`config.mk`:
```
export PLATFORM = sky130hd
export DESIGN_NAME = gascon_mix_seq
export DESIGN_NICKNAME = d
export VERILOG_FILES = /design/src/rtl/gascon_mix_pkg.sv /design/src/rtl/gascon_round.sv /design/src/rtl/gascon_xinject.sv /design/src/rtl/gascon_racc.sv /design/src/rtl/gascon_mix_seq.sv
export SDC_FILE = /design/constraint.sdc
export NUM_CORES = 2
export LEC_CHECK = 0
export ABC_CLOCK_PERIOD_IN_PS = 3200
export BUFFER_PORTS_ARGS = -buffer_cell sky130_fd_sc_hd__buf_2
export CORE_AREA = 10 10 391 393
export DETAILED_ROUTE_END_ITERATION = 10
export DIE_AREA = 0 0 401 403
export PLACE_DENSITY_LB_ADDON = 0.12
export SLEW_MARGIN = 20
export SYNTH_ARGS = -nofsm -noshare
export SYNTH_HDL_FRONTEND = slang
export SYNTH_HIERARCHICAL = 1
export SYNTH_SLANG_ARGS = --single-unit
```
`constraint.sdc`:
```
create_clock -name clk -period 3.2 [get_ports clk]
set_input_delay 0.32 -clock clk [delete_from_list [all_inputs] [get_ports clk]]
set_output_delay 0.32 -clock clk [all_outputs]
set_load 0.01 [all_outputs]
```
`src/rtl/gascon_mix_pkg.sv`:
```
package gascon_mix_pkg;
   localparam int LANES    = 5;
   localparam int LANE_W   = 64;
   localparam int HALF_W   = LANE_W / 2;
   localparam int XSEL_W   = 2;
   localparam int XWORDS   = 1 << XSEL_W;
   localparam int XTAB_W   = XWORDS * HALF_W;
   localparam int STATE_W  = LANES * LANE_W;
   localparam int RACC_NW  = 4;
   localparam int RACC_W   = RACC_NW * HALF_W;
   localparam int RC_SLOTS = 12;

   typedef logic [LANE_W-1:0] lane_t;
   typedef lane_t [LANES-1:0] cstate_t;

   typedef enum logic [1:0] {PH_IDLE, PH_MIX, PH_RND, PH_FIN} phase_e;

   localparam logic [7:0] RC_MIX = 8'hF0;

   function automatic lane_t rotr(lane_t v, int n);
      return (v >> n) | (v << (LANE_W - n));
   endfunction

   function automatic int rot_lo(int lane);
      case (lane)
         0: return 19;
         1: return 61;
         2: return 1;
         3: return 10;
         default: return 7;
      endcase
   endfunction

   function automatic int rot_hi(int lane);
      case (lane)
         0: return 28;
         1: return 38;
         2: return 6;
         3: return 17;
         default: return 40;
      endcase
   endfunction

   // slot j gives ((4+j)<<4)|(11-j); the last slot is 0xF0
   function automatic logic [7:0] rc_of(logic [3:0] j);
      return {4'(4 + int'(j)), 4'(RC_SLOTS - 1 - int'(j))};
   endfunction
endpackage

```
`src/rtl/gascon_round.sv`:
```
module gascon_round
   import gascon_mix_pkg::*;
(
   input  cstate_t    c_i,
   input  logic [7:0] rc_i,
   output cstate_t    c_o
);
   cstate_t s;
   lane_t   x0, x1, x2, x3, x4;

   always_comb begin
      x0   = c_i[0] ^ c_i[4];
      x1   = c_i[1];
      x2   = c_i[2] ^ LANE_W'(rc_i) ^ c_i[1];
      x3   = c_i[3];
      x4   = c_i[4] ^ c_i[3];
      s[4] = x4 ^ (~x0 & x1);
      s[0] = x0 ^ (~x1 & x2) ^ s[4];
      s[1] = x1 ^ (~x2 & x3) ^ x0 ^ (~x1 & x2);
      s[2] = ~(x2 ^ (~x3 & x4));
      s[3] = x3 ^ (~x4 & x0) ^ x2 ^ (~x3 & x4);
   end

   for (genvar g = 0; g < LANES; g++) begin : g_diff
      assign c_o[g] = s[g] ^ rotr(s[g], rot_lo(g)) ^ rotr(s[g], rot_hi(g));
   end
endmodule

```
`src/rtl/gascon_xinject.sv`:
```
module gascon_xinject
   import gascon_mix_pkg::*;
(
   input  cstate_t                  c_i,
   input  logic [2*LANES-1:0]       chunk_i,
   input  logic [LANES-1:0]         lane_en_i,
   input  logic [XTAB_W-1:0]        xtab_i,
   output cstate_t                  c_o
);
   for (genvar g = 0; g < LANES; g++) begin : g_lane
      logic [XSEL_W-1:0] sel;
      logic [HALF_W-1:0] word;
      assign sel  = chunk_i[XSEL_W*g +: XSEL_W];
      assign word = xtab_i[int'(sel)*HALF_W +: HALF_W];
      assign c_o[g] = lane_en_i[g] ? {c_i[g][LANE_W-1:HALF_W], c_i[g][HALF_W-1:0] ^ word}
                                   : c_i[g];
   end
endmodule

```
`src/rtl/gascon_racc.sv`:
```
module gascon_racc
   import gascon_mix_pkg::*;
(
   input  logic [RACC_W-1:0] r_i,
   input  cstate_t           c_i,
   output logic [RACC_W-1:0] r_o
);
   for (genvar m = 0; m < RACC_NW; m++) begin : g_word
      localparam int WA = m;
      localparam int WB = RACC_NW + ((m + 1) % RACC_NW);
      assign r_o[m*HALF_W +: HALF_W] = r_i[m*HALF_W +: HALF_W]
                                     ^ c_i[WA/2][(WA%2)*HALF_W +: HALF_W]
                                     ^ c_i[WB/2][(WB%2)*HALF_W +: HALF_W];
   end
endmodule

```
`src/rtl/gascon_mix_seq.sv`:
```
module gascon_mix_seq
   import gascon_mix_pkg::*;
#(
   parameter int IN_W  = 128,
   parameter int DS_W  = 4,
   parameter int RND_W = 4
)
(
   input  logic               clk,
   input  logic               rst_n,
   input  logic               start,
   input  logic [IN_W-1:0]    blk_in,
   input  logic [DS_W-1:0]    dsep_in,
   input  logic [XTAB_W-1:0]  xtab_in,
   input  logic [RND_W-1:0]   rounds_in,
   input  logic [STATE_W-1:0] state_in,
   output logic [STATE_W-1:0] state_out,
   output logic [RACC_W-1:0]  racc_out,
   output logic               done
);
   localparam int TOT_W   = IN_W + DS_W;
   localparam int STEP_W  = 2 * LANES;
   localparam int N_FULL  = TOT_W / STEP_W;
   localparam int REM     = TOT_W % STEP_W;
   localparam int N_STEPS = N_FULL + ((REM > 0) ? 1 : 0);
   localparam int LAST    = N_STEPS - 1;
   localparam int IDX_W   = $clog2(N_STEPS);
   localparam int PAD_W   = N_STEPS * STEP_W;

   function automatic logic [LANES-1:0] tail_mask(int rem);
      logic [LANES-1:0] m;
      for (int g = 0; g < LANES; g++) m[g] = (rem == 0) || (2 * g < rem);
      return m;
   endfunction
   localparam logic [LANES-1:0] TAIL_EN = tail_mask(REM);

   if (REM % 2 != 0) begin : g_bad_rem
      $error("absorbed width must leave an even tail");
   end
   if (RND_W < $clog2(RC_SLOTS + 1)) begin : g_bad_rnd
      $error("round count port too narrow");
   end

   cstate_t             c_q, inj_c, rnd_c;
   logic [RACC_W-1:0]   r_q, r_nxt;
   logic [IN_W-1:0]     blk_q;
   logic [DS_W-1:0]     ds_q;
   logic [XTAB_W-1:0]   xtab_q;
   logic [RND_W-1:0]    rounds_q;
   phase_e              phase_q;
   logic [IDX_W-1:0]    idx_q;
   logic [3:0]          rcj_q;
   logic                done_q;
   logic [PAD_W-1:0]    padded;
   logic [STEP_W-1:0]   chunk;
   logic [LANES-1:0]    lane_en;
   logic [7:0]          rnd_rc;

   assign padded  = PAD_W'({ds_q, blk_q});
   assign chunk   = padded[int'(idx_q)*STEP_W +: STEP_W];
   assign lane_en = (idx_q == IDX_W'(LAST)) ? TAIL_EN : '1;
   assign rnd_rc  = (phase_q == PH_FIN) ? rc_of(rcj_q) : RC_MIX;

   gascon_xinject u_inj (
      .c_i       (c_q),
      .chunk_i   (chunk),
      .lane_en_i (lane_en),
      .xtab_i    (xtab_q),
      .c_o       (inj_c)
   );

   gascon_round u_rnd (
      .c_i  (c_q),
      .rc_i (rnd_rc),
      .c_o  (rnd_c)
   );

   gascon_racc u_acc (
      .r_i (r_q),
      .c_i (rnd_c),
      .r_o (r_nxt)
   );

   always_ff @(posedge clk or negedge rst_n) begin
      if (!rst_n) begin
         c_q      <= '0;
         r_q      <= '0;
         blk_q    <= '0;
         ds_q     <= '0;
         xtab_q   <= '0;
         rounds_q <= '0;
         phase_q  <= PH_IDLE;
         idx_q    <= '0;
         rcj_q    <= '0;
         done_q   <= 1'b0;
      end else begin
         done_q <= 1'b0;
         case (phase_q)
            PH_IDLE: begin
               if (start) begin
                  c_q      <= state_in;
                  r_q      <= '0;
                  blk_q    <= blk_in;
                  ds_q     <= dsep_in;
                  xtab_q   <= xtab_in;
                  rounds_q <= rounds_in;
                  idx_q    <= '0;
                  phase_q  <= PH_MIX;
               end
            end
            PH_MIX: begin
               c_q <= inj_c;
               if (idx_q == IDX_W'(LAST)) begin
                  rcj_q   <= 4'(RC_SLOTS - int'(rounds_q));
                  phase_q <= PH_FIN;
               end else begin
                  phase_q <= PH_RND;
               end
            end
            PH_RND: begin
               c_q     <= rnd_c;
               idx_q   <= idx_q + 1'b1;
               phase_q <= PH_MIX;
            end
            PH_FIN: begin
               c_q <= rnd_c;
               r_q <= r_nxt;
               if (rcj_q == 4'(RC_SLOTS - 1)) begin
                  done_q  <= 1'b1;
                  phase_q <= PH_IDLE;
               end else begin
                  rcj_q <= rcj_q + 1'b1;
               end
            end
            default: phase_q <= PH_IDLE;
         endcase
      end
   end

   assign state_out = c_q;
   assign racc_out  = r_q;
   assign done      = done_q;
endmodule

```
# ---- Word level (Yosys, flattened, before mapping)
# Cells that the tools add are included.
dict set report op_classes {
  add_sub_neg 5
  multipliers 1
  eq_ne 14
  shifts 6
  muxes 22
  bitwise_logic 59
  n_reduce_logical 16
}
# op count
set op_table {}
lappend op_table {{bitwise XOR 64 bit} 23}
lappend op_table {{one-hot mux 320 bit (3 select lines)} 1}
lappend op_table {{variable part select 128 x 8 -> 32 bit} 5}
lappend op_table {{bitwise XOR 32 bit} 13}
lappend op_table {{inverter 64 bit} 6}
lappend op_table {{AND 64 bit} 5}
lappend op_table {{2-to-1 mux 320 bit} 1}
lappend op_table {{one-hot mux 128 bit (2 select lines)} 1}
lappend op_table {{2-to-1 mux 32 bit} 5}
lappend op_table {{variable part select 140 x 9 -> 10 bit} 1}
lappend op_table {{2-to-1 mux 128 bit} 1}
lappend op_table {{bitwise OR 24 x 64 -> 64 bit} 1}
lappend op_table {{bitwise OR 26 x 64 -> 64 bit} 1}
lappend op_table {{bitwise OR 3 x 64 -> 64 bit} 1}
lappend op_table {{bitwise OR 36 x 64 -> 64 bit} 1}
lappend op_table {{bitwise OR 45 x 64 -> 64 bit} 1}
lappend op_table {{bitwise OR 47 x 64 -> 64 bit} 1}
lappend op_table {{bitwise OR 54 x 64 -> 64 bit} 1}
lappend op_table {{bitwise OR 57 x 64 -> 64 bit} 1}
lappend op_table {{bitwise OR 58 x 64 -> 64 bit} 1}
lappend op_table {{bitwise OR 63 x 64 -> 64 bit} 1}
lappend op_table {{bitwise XOR 64 x 8 -> 64 bit} 1}
lappend op_table {{AND reduction 2 bit} 10}
lappend op_table {{one-hot mux 4 bit (2 select lines)} 2}
lappend op_table {{20 further kinds} 38}
dict set report word_totals {
  ff_bits 723
  in_bits 587
  output_inout_bits 449
  elab_cells 142
}

# ---- Longest topological paths before layout
dict set report logic_depth {
  word_depth 15
  ltp_mapped 15
  ltp_nobuf 12
}

# ---- Modules after synthesis
# The synthesis kept the hierarchy.
# module n_inst cells_each area_per_inst_um2 seq_area_each_um2
set by_module_without_submodules {}
lappend by_module_without_submodules {gascon_mix_seq 1 3426 33544.7 18092.4}
lappend by_module_without_submodules {gascon_round 1 1571 16069.2 0.0}
lappend by_module_without_submodules {gascon_xinject 1 875 7632.3 0.0}
lappend by_module_without_submodules {gascon_racc 1 128 3042.9 0.0}

# ---- Least setup slack after synthesis
# Ideal clock, no wire load.
dict set report synth_path {
  path_kind {register -> register}
  from {register phase_q[0]}
  to {register r_q[89] (netlist: racc_out[89])}
  setup_ns 0.133
  arrival_ns 3.093
  required_time_ns 3.067
  setup_slack_ns -0.026
  stages_incl_launch_ff 16
  path_buffers 4
  period_less_slack_ns 3.226
  path_cell_list {dfrtp_1 buf_2 and2_1 buf_2 buf_2 buf_2 nand2_1 inv_1 xor2_1 ha_1 xnor2_1 xnor2_1 xnor3_1 xor3_1 nand2_1 o21ai_0}
}
# element line_no
set synth_rtl {}
lappend synth_rtl {{start, declared} gascon_mix_seq.sv:50} ;# phase_e phase_q;
lappend synth_rtl {{start signal, assigned} gascon_mix_seq.sv:92} ;# phase_q <= PH_IDLE;
lappend synth_rtl {{start signal, assigned} gascon_mix_seq.sv:108} ;# phase_q <= PH_MIX;
lappend synth_rtl {{start signal, assigned} gascon_mix_seq.sv:115} ;# phase_q <= PH_FIN;
lappend synth_rtl {{end signal, assigned} gascon_mix_seq.sv:127} ;# r_q <= r_nxt;
lappend synth_rtl {{end, declared} gascon_mix_seq.sv:45} ;# logic [RACC_W-1:0] r_q, r_nxt;

==> results.yml <==
run_status:
  outcome: "finished clean"
timing:
  maxSlewHeadroom: 0.2378
  tightest_slew_ns: 1.143
  fin_crit_ns: 3.155
  setup_viol: 0
  setup_tns_ns: 0
  rsz0062_at_grt: "true"
  slew_viol_final: 0
  max_freq_mhz: 316.9
  clock_skew_ns: 0.07997
  hold_violations: 0
  period_share: 0.9861
synthesis:
  synth_cell_type_count: 45
  netlist_instances: 6000
  synth_edf_count: 0
  ys.warnings.count: 6
  ys_seq_elements: 723
  synth.top_cell.area_share: 0.3001
  ys_async_sr_fraction: 1.000
  synth-main-ff-cell: "dfrtp_1"
  syn_area_per_cell_um2: 10.05
  synth_area_leaders: "dfrtp_1, a21oi_1, xnor3_1"
  syn-cell-area_mm2: 0.06029
  synth_area_leader_cell: "dfrtp_1"
  seq_area_frac_synth: 0.3001
critical_path:
  reg2reg_from: "idx_q[0]"
  r2r_slack_ns: 0.04
  crit_chain: "buf_4 > buf_6 > buf_6 > mux4_2 > o32ai_4 > a21oi_4 > buf_12 > buf_12 > mux2i_1 > buf_4 > o22ai_4 > xor2_1 > a21oi_1 > a21oi_1"
  cpLargestDelayFamily: "compound AO/OA/AOI/OAI gates"
  slowest_delay_ns: 0.55
  worstReg2RegEnd: "state_out[18]"
  critical-path-slowest-cell: "mux4_2"
  path_max_fanout: 12
  crit_path_start_kind: "register"
  endpoint_kind: "register"
  required_ns: 3.85
  critical_path_class: "reg -> reg"
  critPathBufInv: 6
  rr_worst_depth: 14
  arrival_ns: 3.81
placed_design:
  place_inst: 9170
  port_buffers: 1035
  hpwl_mm: 272.4
  placed_area_mm2: 0.07095
  gp_congestion: 1.042
floorplan:
  fp.dieArea_mm2: 0.1616
  die_w_um: 401
  core.rowCount: 140
  die_h_um: 403
  initial_core_util: 0.4157
  io_pins: 1036
  coreArea_mm2: 0.1450
layout:
  areaGrowthSynthToFinish_pct: 30.56
  final_cell_mix: "buf_2, a21oi_1, dfrtp_1"
  fin_util: 0.5427
  num-nets-final: 8461
  fin_area_mm2: 0.07872
  layout-drive-gt1-share: 0.2777
  fin_cells: 9751
  final_common_cell: "buf_2"
route:
  via_per_inst: 5.892
  drt_first_pass_iters: 5
  vias: 57450
  drt_iter0_drc: 6504
  ant_nets: 0
  wl_per_cell_um: 35.07
  route.detailed.drc: 0
  totalWireLength_mm: 342.0
clock_tree:
  cts_buffer_depth: 3
  cts_made_buffers: 93
  clock-sinks: 723
  cts.root.buffer_cell: "clkbuf_16"
  clk_latency_ns: 0.76
  cts_tree: "yes"
  cts.reportedPaths.clkPinSlew_ns: 0.06
  htree_levels: 3
grt:
  first_global_vias: 55540
  overflow: 0
  antenna_found_initial: 40
  grt_use_total: 0.4020
  grt_start_max_net_pins: 223
  grt_pass1_wl_mm: 460.0
min_path:
  hp-class: "in -> reg"
  hold_path_depth: 5
  min-delay-start: "state_in[282]"
  hold_end: "state_out[282]"
run:
  timing.max_cap.violations: 0
cell usage after synthesis (3+ instances only):
| master | number |
|---|---|
| nand2_1 | 450 |
| or2b_1 | 5 |
| nor2_1 | 70 |
| mux2_1 | 248 |
| mux2_2 | 14 |
| nand3_1 | 3 |
| maj3_1 | 33 |
| xor2_1 | 274 |
| buf_12 | 15 |
| buf_2 | 99 |
| mux2i_1 | 338 |
| buf_8 | 15 |
| o21ai_0 | 176 |
| xor3_1 | 166 |
| mux4_2 | 28 |
| buf_1 | 7 |
| buf_6 | 37 |
| xnor2_2 | 69 |
| dfrtp_1 | 723 |
| buf_4 | 175 |
| xor2_2 | 4 |
| xnor2_1 | 469 |
| a211oi_1 | 8 |
| and2_1 | 3 |
| ha_1 | 133 |
| inv_1 | 492 |
| clkbuf_1 | 179 |
| o22ai_1 | 482 |
| a21oi_1 | 1032 |
| xnor3_1 | 218 |
| nor2b_1 | 16 |
metal layers:
layer | wire length [µm] | vias to the layer above | track usage
met1 | 134600 | 28660 | 0.5193
met4 | 26040 | 30 | 0.2516
li1 | - | 24230 | -
met5 | 199 | - | 0
met2 | 144600 | 3678 | 0.5951
met3 | 36500 | 858 | 0.1087
worst min-delay path, cell delays in order:
cell     delay (ns)
buf_2          0.10
inv_1          0.04
a21oi_1        0.07
a21oi_1        0.12
a21oi_1        0.08
state kept, by name, summed over array words and instances, names as in the netlist:
register / cells
racc_out: 128
rcj_q: 4
done: 1
idx_q: 4
xtab_q: 128
phase_q: 2
rounds_q: 4
ds_q: 4
state_out: 320
blk_q: 128
how the worst max path moves through the flow:
stage / from / end / slack (ns) / depth (start not counted)
final: idx_q[0] / state_out[18] / 0.04 / 14
after global routing: idx_q[0] / state_out[19] / -0.05 / 14
after CTS: idx_q[0] / state_out[19] / -0.004 / 12
after detailed placement: idx_q[0] / state_out[18] / -0.23 / 12
after global placement: idx_q[0] / state_out[18] / -0.20 / 12
after floorplan: phase_q[0] / racc_out[89] / 0.08 / 15
kinds of logic (layout without fill, tap and decap cells):
group           after synthesis  after routing  share of synthesized area
compound gates             1705           1707                     0.1522
xor+xnor                   1200           1200                     0.2745
buf+inv                    1020           2831                    0.08791
flops                       723            723                     0.3001
mux                         628            628                     0.1155
simple gates                555            556                    0.03621
fa+ha+maj                   168            168                    0.03345
other cells                   1             21                 0.00006220
cell type report:
type                       count  area [µm²]
clock buffer                 133        2708
tap                         1917        2399
clock inverter                36       493.0
antenna                       19       47.55
fill                       13300       66320
multi-input combinational   4261       37500
inverter                     493        1858
sequential                   723       18100
timing repair buffer        2169       15620
what timing repair did:
action,4_1_cts,5_1_grt
gates cloned,2,4
gates resized for setup,15,86
setup endpoints to repair,44,149
endpoints found under the hold margin,798,0
pin swaps,3,22
setup buffers,5,20
hold buffers,361,0
stage by stage:
stage,worst slack [ns],hold slack [ns]
2_1_floorplan,0.08085,0.02441
3_3_place_gp,-0.2022,0.2093
3_5_place_dp,-0.2317,0.2058
4_1_cts,-0.004050,0.00003603
5_1_grt,-0.04506,0.05490
6_report,0.04460,0.03028
Power is not shown: default switching activity piles up to over one toggle a cycle in this logic, so the estimate is an artifact.
